==> src/rtl/scl_clkgen_pkg.sv <==
package scl_clkgen_pkg;

  typedef enum logic [1:0] {
    PH_IDLE = 2'd0,
    PH_LOW  = 2'd1,
    PH_HIGH = 2'd2
  } phase_e;

  localparam int unsigned MIN_RELOAD = 2;

endpackage

==> src/rtl/scl_clkgen_sync.sv <==
module scl_clkgen_sync #(
  parameter int   STAGES  = 2,
  parameter logic RST_VAL = 1'b1
) (
  input  logic clk,
  input  logic rst_n,
  input  logic d,
  output logic q
);

  generate
    if (STAGES == 0) begin : g_pass
      assign q = d;
    end else begin : g_chain
      logic [STAGES-1:0] sr_q;
      logic [STAGES-1:0] sr_d;

      if (STAGES == 1) begin : g_one
        assign sr_d = d;
      end else begin : g_many
        assign sr_d = {sr_q[STAGES-2:0], d};
      end

      always_ff @(posedge clk or negedge rst_n) begin
        if (!rst_n) begin
          sr_q <= {STAGES{RST_VAL}};
        end else begin
          sr_q <= sr_d;
        end
      end

      assign q = sr_q[STAGES-1];
    end
  endgenerate

endmodule

==> src/rtl/scl_clkgen_cnt.sv <==
module scl_clkgen_cnt #(
  parameter int W = 12
) (
  input  logic         clk,
  input  logic         rst_n,
  input  logic         load,
  input  logic         dec,
  input  logic [W-1:0] reload,
  output logic         zero
);

  logic [W-1:0] cnt_q;
  logic [W-1:0] cnt_d;
  logic         cnt_en;

  assign cnt_en = load | dec;

  always_comb begin
    cnt_d = cnt_q;
    if (load) begin
      cnt_d = reload;
    end else if (dec) begin
      cnt_d = cnt_q - W'(1);
    end
  end

  always_ff @(posedge clk or negedge rst_n) begin
    if (!rst_n) begin
      cnt_q <= '0;
    end else if (cnt_en) begin
      cnt_q <= cnt_d;
    end
  end

  assign zero = (cnt_q == '0);

endmodule

==> src/rtl/scl_clkgen_fsm.sv <==
module scl_clkgen_fsm
  import scl_clkgen_pkg::*;
(
  input  logic clk,
  input  logic rst_n,
  input  logic run_ok,
  input  logic hold_low,
  input  logic scl_hi,
  input  logic cnt_zero,
  output logic load,
  output logic dec,
  output logic tick,
  output logic drive_low,
  output logic phase_high
);

  phase_e st_q;
  phase_e st_d;

  always_comb begin
    st_d = st_q;
    load = 1'b0;
    dec  = 1'b0;
    tick = 1'b0;
    unique case (st_q)
      PH_IDLE: begin
        if (run_ok) begin
          st_d = PH_LOW;
          load = 1'b1;
        end
      end
      PH_LOW: begin
        if (!run_ok) begin
          st_d = PH_IDLE;
        end else if (cnt_zero) begin
          tick = 1'b1;
          load = 1'b1;
          st_d = hold_low ? PH_LOW : PH_HIGH;
        end else begin
          dec = 1'b1;
        end
      end
      PH_HIGH: begin
        if (!run_ok) begin
          st_d = PH_IDLE;
        end else if (!scl_hi) begin
          load = 1'b1;
        end else if (cnt_zero) begin
          tick = 1'b1;
          load = 1'b1;
          st_d = PH_LOW;
        end else begin
          dec = 1'b1;
        end
      end
      default: begin
        st_d = PH_IDLE;
      end
    endcase
  end

  always_ff @(posedge clk or negedge rst_n) begin
    if (!rst_n) begin
      st_q <= PH_IDLE;
    end else begin
      st_q <= st_d;
    end
  end

  assign drive_low  = (st_q == PH_LOW);
  assign phase_high = (st_q == PH_HIGH);

endmodule

==> src/rtl/scl_clkgen.sv <==
module scl_clkgen
  import scl_clkgen_pkg::*;
#(
  parameter int RLD_W       = 12,
  parameter int SYNC_STAGES = 2
) (
  input  logic             clk,
  input  logic             rst_n,
  input  logic             en,
  input  logic             hold_low,
  input  logic [RLD_W-1:0] reload,
  input  logic             scl_in,
  output logic             scl_drive_low,
  output logic             tick,
  output logic             cfg_err
);

  localparam logic [RLD_W-1:0] RLD_MIN = RLD_W'(MIN_RELOAD);

  logic rst_q_n;
  logic scl_hi;
  logic run_ok;
  logic cnt_load;
  logic cnt_dec;
  logic cnt_zero;
  logic phase_high;

  scl_clkgen_sync #(.STAGES(2), .RST_VAL(1'b0)) u_rst_sync (
    .clk   (clk),
    .rst_n (rst_n),
    .d     (1'b1),
    .q     (rst_q_n)
  );

  scl_clkgen_sync #(.STAGES(SYNC_STAGES), .RST_VAL(1'b1)) u_scl_sync (
    .clk   (clk),
    .rst_n (rst_q_n),
    .d     (scl_in),
    .q     (scl_hi)
  );

  assign cfg_err = (reload < RLD_MIN);
  assign run_ok  = en & ~cfg_err;

  scl_clkgen_cnt #(.W(RLD_W)) u_cnt (
    .clk    (clk),
    .rst_n  (rst_q_n),
    .load   (cnt_load),
    .dec    (cnt_dec),
    .reload (reload),
    .zero   (cnt_zero)
  );

  scl_clkgen_fsm u_fsm (
    .clk        (clk),
    .rst_n      (rst_q_n),
    .run_ok     (run_ok),
    .hold_low   (hold_low),
    .scl_hi     (scl_hi),
    .cnt_zero   (cnt_zero),
    .load       (cnt_load),
    .dec        (cnt_dec),
    .tick       (tick),
    .drive_low  (scl_drive_low),
    .phase_high (phase_high)
  );

endmodule

==> config.mk <==
export PLATFORM = sky130hd
export DESIGN_NAME = scl_clkgen
export DESIGN_NICKNAME = d
export VERILOG_FILES = /design/src/rtl/scl_clkgen_pkg.sv /design/src/rtl/scl_clkgen_sync.sv /design/src/rtl/scl_clkgen_cnt.sv /design/src/rtl/scl_clkgen_fsm.sv /design/src/rtl/scl_clkgen.sv
export SDC_FILE = /design/constraint.sdc
export NUM_CORES = 1
export LEC_CHECK = 0
export ABC_CLOCK_PERIOD_IN_PS = 4500
export BUFFER_PORTS_ARGS = -buffer_cell sky130_fd_sc_hd__buf_2
export CAP_MARGIN = 20
export CELL_PAD_IN_SITES_DETAIL_PLACEMENT = 1
export CELL_PAD_IN_SITES_GLOBAL_PLACEMENT = 2
export CORE_MARGIN = 5
export CORE_UTILIZATION = 38
export CTS_BUF_LIST = sky130_fd_sc_hd__clkbuf_2 sky130_fd_sc_hd__clkbuf_4 sky130_fd_sc_hd__clkbuf_8
export DETAILED_ROUTE_END_ITERATION = 8
export GPL_TIMING_DRIVEN = 0
export PLACE_DENSITY_LB_ADDON = 0.1
export SLEW_MARGIN = 20
export SYNTH_ARGS = -nofsm -noshare
export SYNTH_HDL_FRONTEND = slang
export SYNTH_SLANG_ARGS = --single-unit
==> constraint.sdc <==
create_clock -name clk -period 4.5 [get_ports clk]
set_clock_uncertainty 0.1 [all_clocks]
set_input_delay 0 -clock clk [delete_from_list [all_inputs] [get_ports clk]]
set_output_delay 0 -clock clk [all_outputs]
set_load 0.05 [all_outputs]
==> flow_metrics.py, run 1 <==
metrics = {
    "status": {
        "status": "complete, no violations",
    },
    "cells_and_area": {
        "finish.instance_area_um2": 1469,
        "nFillCells": 339,
        "layout_commonest_cell": "buf_2",
        "area_growth_pct": 29.01,
        "num_antenna_cells": 0,
        "layout.nets": 181,
        "utilization_pct": 52.36,
        "finalNonFillerCells": 189,
        "mostFrequentLayoutCells": "23 x buf_2, 16 x dlygate4sd3_1, 16 x dfrtp_1",
        "drive_above_1_share_pct": 25.32,
    },
    "pwr": {
        "powerDensity_nw_per_um2": 535.6,
        "vdd_drop_max_mv": 0.2010,
        "combinationalPowerShare_pct": 49.2,
        "p_int_mw": 0.4509,
        "p_leak_nw": 0.6125,
        "clockPowerShare_pct": 13.4,
        "p_sw_mw": 0.3358,
        "sw_frac_of_total_pct": 42.68,
        "seqPwrFrac_pct": 37.3,
    },
    "timing": {
        "max_freq_mhz": 380.5,
        "slew_violations": 0,
        "rsz0062_at_grt": "false",
        "worst_slew_pin_slew_ns": 0.6783,
        "slew_headroom_pct": 54.78,
        "fin_ws_ns": 1.872,
        "min_period_over_period_pct": 58.40,
        "tns_ns": 0,
        "setup_viol": 0,
        "finalHoldViolCount": 0,
        "min_period_ns": 2.628,
    },
    "critical_path": {
        "r2r-end": "u_cnt.cnt_q[8]$_DFFE_PN0P_",
        "crit_type": "reg2out",
        "end_kind": "output pin",
        "cp.arrival_ns": 2.53,
        "r2r_slack_ns": 2.02,
        "cp.required_ns": 4.40,
        "r2r_cells": 8,
        "path_max_fanout": 10,
        "start_kind": "flip-flop",
        "r2r_start": "u_fsm.st_q[0]$_DFFE_PN0P_",
    },
    "hold_path": {
        "min_path_cells": 4,
        "min_from": "en",
        "hp-class": "in2reg",
        "min_to": "u_fsm.st_q[0]$_DFFE_PN0P_",
    },
    "placement": {
        "place_ws_ns": 2.059,
        "placedCellCount": 169,
        "port_buffers": 19,
        "place_congestion": 0.7393,
        "dp_hpwl_um": 2333,
        "placed_area_um2": 1272,
    },
    "synth": {
        "syn_inst": 119,
        "syn_avg_cell_area_um2": 9.568,
        "yosys_most_used_dff": "dfrtp_1",
        "syn_area_um2": 1139,
        "synth_edf_count": 0,
        "synth_nets": 141,
        "ys_seq_area_share_pct": 39.78,
        "yosys_warnings": 0,
        "synthDistinctLibCells": 40,
        "async_flop_share_pct": 100.0,
        "synth_seq_cells": 18,
    },
    "grt": {
        "grt_first_pass_wirelength_um": 5395,
        "antenna_found_initial": 0,
        "grt_max_degree": 17,
        "overflow": 0,
        "grt_pass1_vias": 1117,
        "grt_usage_pct": 16.84,
    },
    "die": {
        "core_um2": 2805,
        "rows": 19,
        "initial_utilization_pct": 40.59,
        "ios": 20,
        "die_height_um": 64.74,
        "die-width_um": 64.74,
        "dieArea_um2": 4191,
    },
    "detailed_routing": {
        "viasPerCell": 5.418,
        "drc_errors": 0,
        "firstDrtPassIters": 4,
        "vias": 1024,
        "post_drt_wl_per_cell_um": 16.51,
        "wl_um": 3120,
        "drtIter0Drc": 16,
        "ant_nets": 0,
    },
    "clocking": {
        "clock-sinks": 18,
        "cts_buffers": 3,
        "clk_latency_ns": 0.31,
        "post_cts_buffers": 0,
        "cts_tree": "built",
        "clkTransAtPathRegs_ns": 0.12,
        "cts_buffer_depth": 2,
        "cts-root-buf": "clkbuf_4",
        "ctsHtreeMaxLevel": 1,
    },
    "job": {
        "drv_cap": 0,
    },
}
[worst max-delay path, stage by stage (launching register included)]
cell     delay [ns]
dfrtp_1        0.40
inv_1          0.12
ha_1           0.18
or2b_2         0.34
nor4_4         0.30
buf_2          0.29
nor3b_1        0.28
buf_2          0.31
[area by class of cell]
class | instances | area, um^2 | share of cell area, %
multi-input cells | 89 | 625.6 | 42.59
flip-flops and latches | 18 | 452.9 | 30.83
repair buffers | 35 | 255.2 | 17.38
well taps | 31 | 38.79 | 2.641
plain buffers | 6 | 37.54 | 2.555
clock buffers | 4 | 36.28 | 2.470
inverters | 6 | 22.52 | 1.533
[sequential cells by signal (all words and copies together), names as in the netlist]
signal,cells
u_cnt.cnt_q,12
u_fsm.st_q,2
u_rst_sync.g_chain.sr_q,2
u_scl_sync.g_chain.sr_q,2
[synthesized netlist by cell type, types with 2 or more instances]
master	number	area, um^2
nor4_1	7	43.79
nand2_1	3	11.26
nor2_1	14	52.55
ha_1	5	62.56
nor3_1	6	30.03
xnor2_1	10	87.58
inv_1	6	22.52
nor4_4	2	42.54
nand2b_1	3	18.77
buf_2	4	20.02
dfrtp_1	16	400.4
nand3b_1	2	15.01
dfstp_2	2	52.55
a21oi_1	13	65.06
[repair_timing]
| action | 4_1_cts | 5_1_grt |
|---|---|---|
| hold endpoints to repair | 17 | 0 |
| endpoints found under the setup margin | 0 | 0 |
| resized for setup | 0 | 0 |
| hold buffers | 16 | 0 |
[cells by family after synthesis]
kind of cell	share of synthesized area (%)
other cells	0.3294
xor+xnor	7.692
simple gates	26.59
buf+inv	5.274
compound gates	13.85
fa+ha+maj	5.495
mux	0.9889
flops	39.78
[per-stage QoR]
stage | power, mW | hold slack [ns]
after floorplan | 0.5716 | -0.3956
after global placement | 0.6551 | -0.3159
after detailed placement | 0.6716 | -0.3120
after CTS | 0.7927 | 0.1199
after global routing | 0.8551 | 0.1385
final | 0.7867 | 0.1273
[layer usage]
metal | GRT usage [%] | share of wire, % | vias up | wire [um]
met2 | 28.10 | 49 | 22 | 1538
met3 | 2.073 | 4.0 | 6 | 126
li1 | - | - | 500 | -
met5 | 0 | 0 | - | 0
met1 | 21.60 | 45 | 496 | 1400
met4 | 7.916 | 1.8 | 0 | 55
[how the worst max path moves through the flow]
stage,slack [ns],to,startpoint,cells after the start
detailed placement,2.06,u_cnt.cnt_q[8]$_DFFE_PN0P_,u_fsm.st_q[0]$_DFFE_PN0P_,8
global route,1.75,tick,u_cnt.cnt_q[0]$_DFFE_PN0P_,7
finish,1.87,tick,u_cnt.cnt_q[0]$_DFFE_PN0P_,7
floorplan,1.75,tick,u_cnt.cnt_q[2]$_DFFE_PN0P_,4
global placement,2.10,u_cnt.cnt_q[8]$_DFFE_PN0P_,u_fsm.st_q[0]$_DFFE_PN0P_,8
CTS,1.87,tick,u_cnt.cnt_q[0]$_DFFE_PN0P_,7
[power groups by stage]
stage | Combinational, mW | Sequential [mW] | Clock, mW
3_3_place_gp | 0.363 | 0.292 | 0
2_1_floorplan | 0.294 | 0.278 | 0
6_report | 0.387 | 0.294 | 0.106
4_1_cts | 0.389 | 0.294 | 0.109
5_1_grt | 0.433 | 0.303 | 0.119
3_5_place_dp | 0.374 | 0.297 | 0
No activity file was read; power rests on OpenSTA's default activity.
==> inputs of run 2 (changes only) <==
--- a/config.mk
+++ b/config.mk
@@ -5,13 +5,13 @@
 export SDC_FILE = /design/constraint.sdc
 export NUM_CORES = 1
 export LEC_CHECK = 0
-export ABC_CLOCK_PERIOD_IN_PS = 4500
+export ABC_CLOCK_PERIOD_IN_PS = 2550
 export BUFFER_PORTS_ARGS = -buffer_cell sky130_fd_sc_hd__buf_2
 export CAP_MARGIN = 20
 export CELL_PAD_IN_SITES_DETAIL_PLACEMENT = 1
 export CELL_PAD_IN_SITES_GLOBAL_PLACEMENT = 2
 export CORE_MARGIN = 5
-export CORE_UTILIZATION = 38
+export CORE_UTILIZATION = 35
 export CTS_BUF_LIST = sky130_fd_sc_hd__clkbuf_2 sky130_fd_sc_hd__clkbuf_4 sky130_fd_sc_hd__clkbuf_8
 export DETAILED_ROUTE_END_ITERATION = 8
 export GPL_TIMING_DRIVEN = 0
==> constraint.sdc (replaced) <==
create_clock -name clk -period 2.55 [get_ports clk]
set_clock_uncertainty 0.1 [all_clocks]
set_input_delay 0 -clock clk [delete_from_list [all_inputs] [get_ports clk]]
set_output_delay 0 -clock clk [all_outputs]
set_load 0.05 [all_outputs]
==> flow_metrics.py, run 2 (synthesized netlist as in run 1, its figures left out) <==
metrics = {
    "status": {
        "status": "complete, no violations",
    },
    "placement": {
        "place_congestion": 0.7586,
        "place_ws_ns": 0.09324,
        "port_buffers": 19,
        "placed_area_um2": 1294,
        "dp_hpwl_um": 2294,
    },
    "critical_path": {
        "r2r_start": "u_fsm.st_q[0]$_DFFE_PN0P_",
        "r2r-end": "u_cnt.cnt_q[8]$_DFFE_PN0P_",
        "crit_chain": "inv_1 > ha_1 > or2b_2 > nor4_4 > buf_4 > nor3b_2 > buf_2",
        "cp.required_ns": 2.45,
        "cpPeakStageDelay_ns": 0.40,
        "path_max_fanout": 10,
        "end_kind": "output pin",
        "start_kind": "flip-flop",
        "crit_cells": 7,
        "r2r_slack_ns": 0.22,
        "r2r_cells": 7,
        "path_delay_family": "simple AND/OR/NAND/NOR gates",
        "crit_buf_inv": 3,
        "crit_path_top_delay_cell": "dfrtp_1",
        "cp.arrival_ns": 2.36,
        "crit_type": "reg2out",
    },
    "grt": {
        "overflow": 0,
        "grt_first_pass_wirelength_um": 5209,
        "grt_pass1_vias": 1140,
        "grt_usage_pct": 15.76,
        "grt_max_degree": 17,
        "antenna_found_initial": 0,
    },
    "clocking": {
        "clk_latency_ns": 0.30,
        "cts_buffers": 3,
        "clkTransAtPathRegs_ns": 0.11,
        "ctsHtreeMaxLevel": 1,
        "cts_buffer_depth": 2,
        "cts-root-buf": "clkbuf_4",
        "cts_tree": "built",
        "post_cts_buffers": 0,
        "clock-sinks": 18,
    },
    "job": {
        "drv_cap": 0,
    },
    "detailed_routing": {
        "met1_length_um": 1422,
        "wl_um": 3110,
        "firstDrtPassIters": 4,
        "top_layer": "met4",
        "dr_wl_met2_um": 1558,
        "wl_met3_um": 102,
        "ant_nets": 0,
        "vias": 1029,
        "drc_errors": 0,
        "drtIter0Drc": 32,
        "post_drt_wl_per_cell_um": 15.47,
        "viasPerCell": 5.119,
    },
    "die": {
        "rows": 20,
        "initial_utilization_pct": 36.99,
        "die-width_um": 67.04,
        "ios": 20,
        "dieArea_um2": 4494,
        "core_um2": 3078,
        "die_height_um": 67.04,
    },
    "hold_path": {
        "min_from": "en",
        "hp-class": "in2reg",
        "min_path_cells": 4,
        "min_to": "u_fsm.st_q[1]$_DFFE_PN0P_",
    },
    "timing": {
        "rsz0062_at_grt": "false",
        "finalHoldViolCount": 0,
        "min_period_ns": 2.455,
        "max_freq_mhz": 407.3,
        "fin_ws_ns": 0.09471,
        "slew_headroom_pct": 55.00,
        "setup_viol": 0,
        "min_period_over_period_pct": 96.29,
        "hold_ws_ns": 0.1496,
        "worst_slew_pin_slew_ns": 0.6750,
        "tns_ns": 0,
        "slew_violations": 0,
    },
    "pwr": {
        "p_leak_nw": 0.6114,
        "p_total_mw": 1.369,
        "vdd_drop_max_mv": 0.4275,
        "powerDensity_nw_per_um2": 919.5,
    },
    "cells_and_area": {
        "layout.nets": 180,
        "finish.instance_area_um2": 1489,
        "num_antenna_cells": 0,
        "layout_commonest_cell": "buf_2",
        "area_growth_pct": 30.77,
        "largest_reg_flops": 12,
        "mostFrequentLayoutCells": "22 x buf_2, 16 x dlygate4sd3_1, 16 x dfrtp_1",
        "top_register": "u_cnt.cnt_q",
        "drive_above_1_share_pct": 26.11,
    },
}
-- run 2: changes by cell type in the layout (fill, tap and decap cells not counted), sizes merged --
cell,previous run,this run
clkbuf,6,5
-- run 2: worst reg2reg max path, stage by stage (launching register included) --
cell and delay, ns:
dfrtp_1 0.42, inv_1 0.08, ha_1 0.27, nand2b_1 0.28, or3b_2 0.47, buf_2 0.17
o31a_2 0.29, o22a_1 0.18
-- run 2: stage by stage --
stage                     instances  util [%]
after floorplan                 119         -
after global placement          182     42.03
after detailed placement        182     42.03
after CTS                       202     48.50
after global routing            201     48.37
final                           201     48.37
-- run 2: worst max path at each step --
| stage | startpoint | end | slack, ns |
|---|---|---|---|
| detailed placement | u_fsm.st_q[0]$_DFFE_PN0P_ | u_cnt.cnt_q[8]$_DFFE_PN0P_ | 0.09 |
| floorplan | u_cnt.cnt_q[2]$_DFFE_PN0P_ | tick | 0.30 |
| CTS | u_fsm.st_q[0]$_DFFE_PN0P_ | u_cnt.cnt_q[8]$_DFFE_PN0P_ | 0.07 |
| finish | u_cnt.cnt_q[0]$_DFFE_PN0P_ | tick | 0.09 |
| global route | u_cnt.cnt_q[0]$_DFFE_PN0P_ | tick | 0.01 |
| global placement | u_fsm.st_q[0]$_DFFE_PN0P_ | u_cnt.cnt_q[8]$_DFFE_PN0P_ | 0.13 |
-- run 2: final cells by class --
cell class | instances | area [um^2]
Inverter | 6 | 22.52
Clock buffer | 4 | 36.28
Buffer | 5 | 36.28
Fill cell | 381 | 1589
Sequential cell | 18 | 452.9
Multi-Input combinational cell | 89 | 630.6
Tap cell | 44 | 55.05
Timing Repair Buffer | 35 | 255.2
-- run 2: timing repair --
action,4_1_cts,5_1_grt
hold endpoints to repair,17,0
gates resized for setup,1,0
hold buffers,16,0
setup endpoints to repair,1,12
-- run 2: layer usage --
metal	global-route usage (%)	vias to the layer above
met4	5.570	0
met3	1.855	4
met1	18.80	508
li1	-	502
met5	0	-
met2	28.59	15
-- run 2: power breakdown --
group / total, mW / internal (mW) / switching, mW
registers: 0.514 / 0.399 / 0.115
clock network: 0.176 / 0.0870 / 0.0895
logic: 0.679 / 0.308 / 0.371
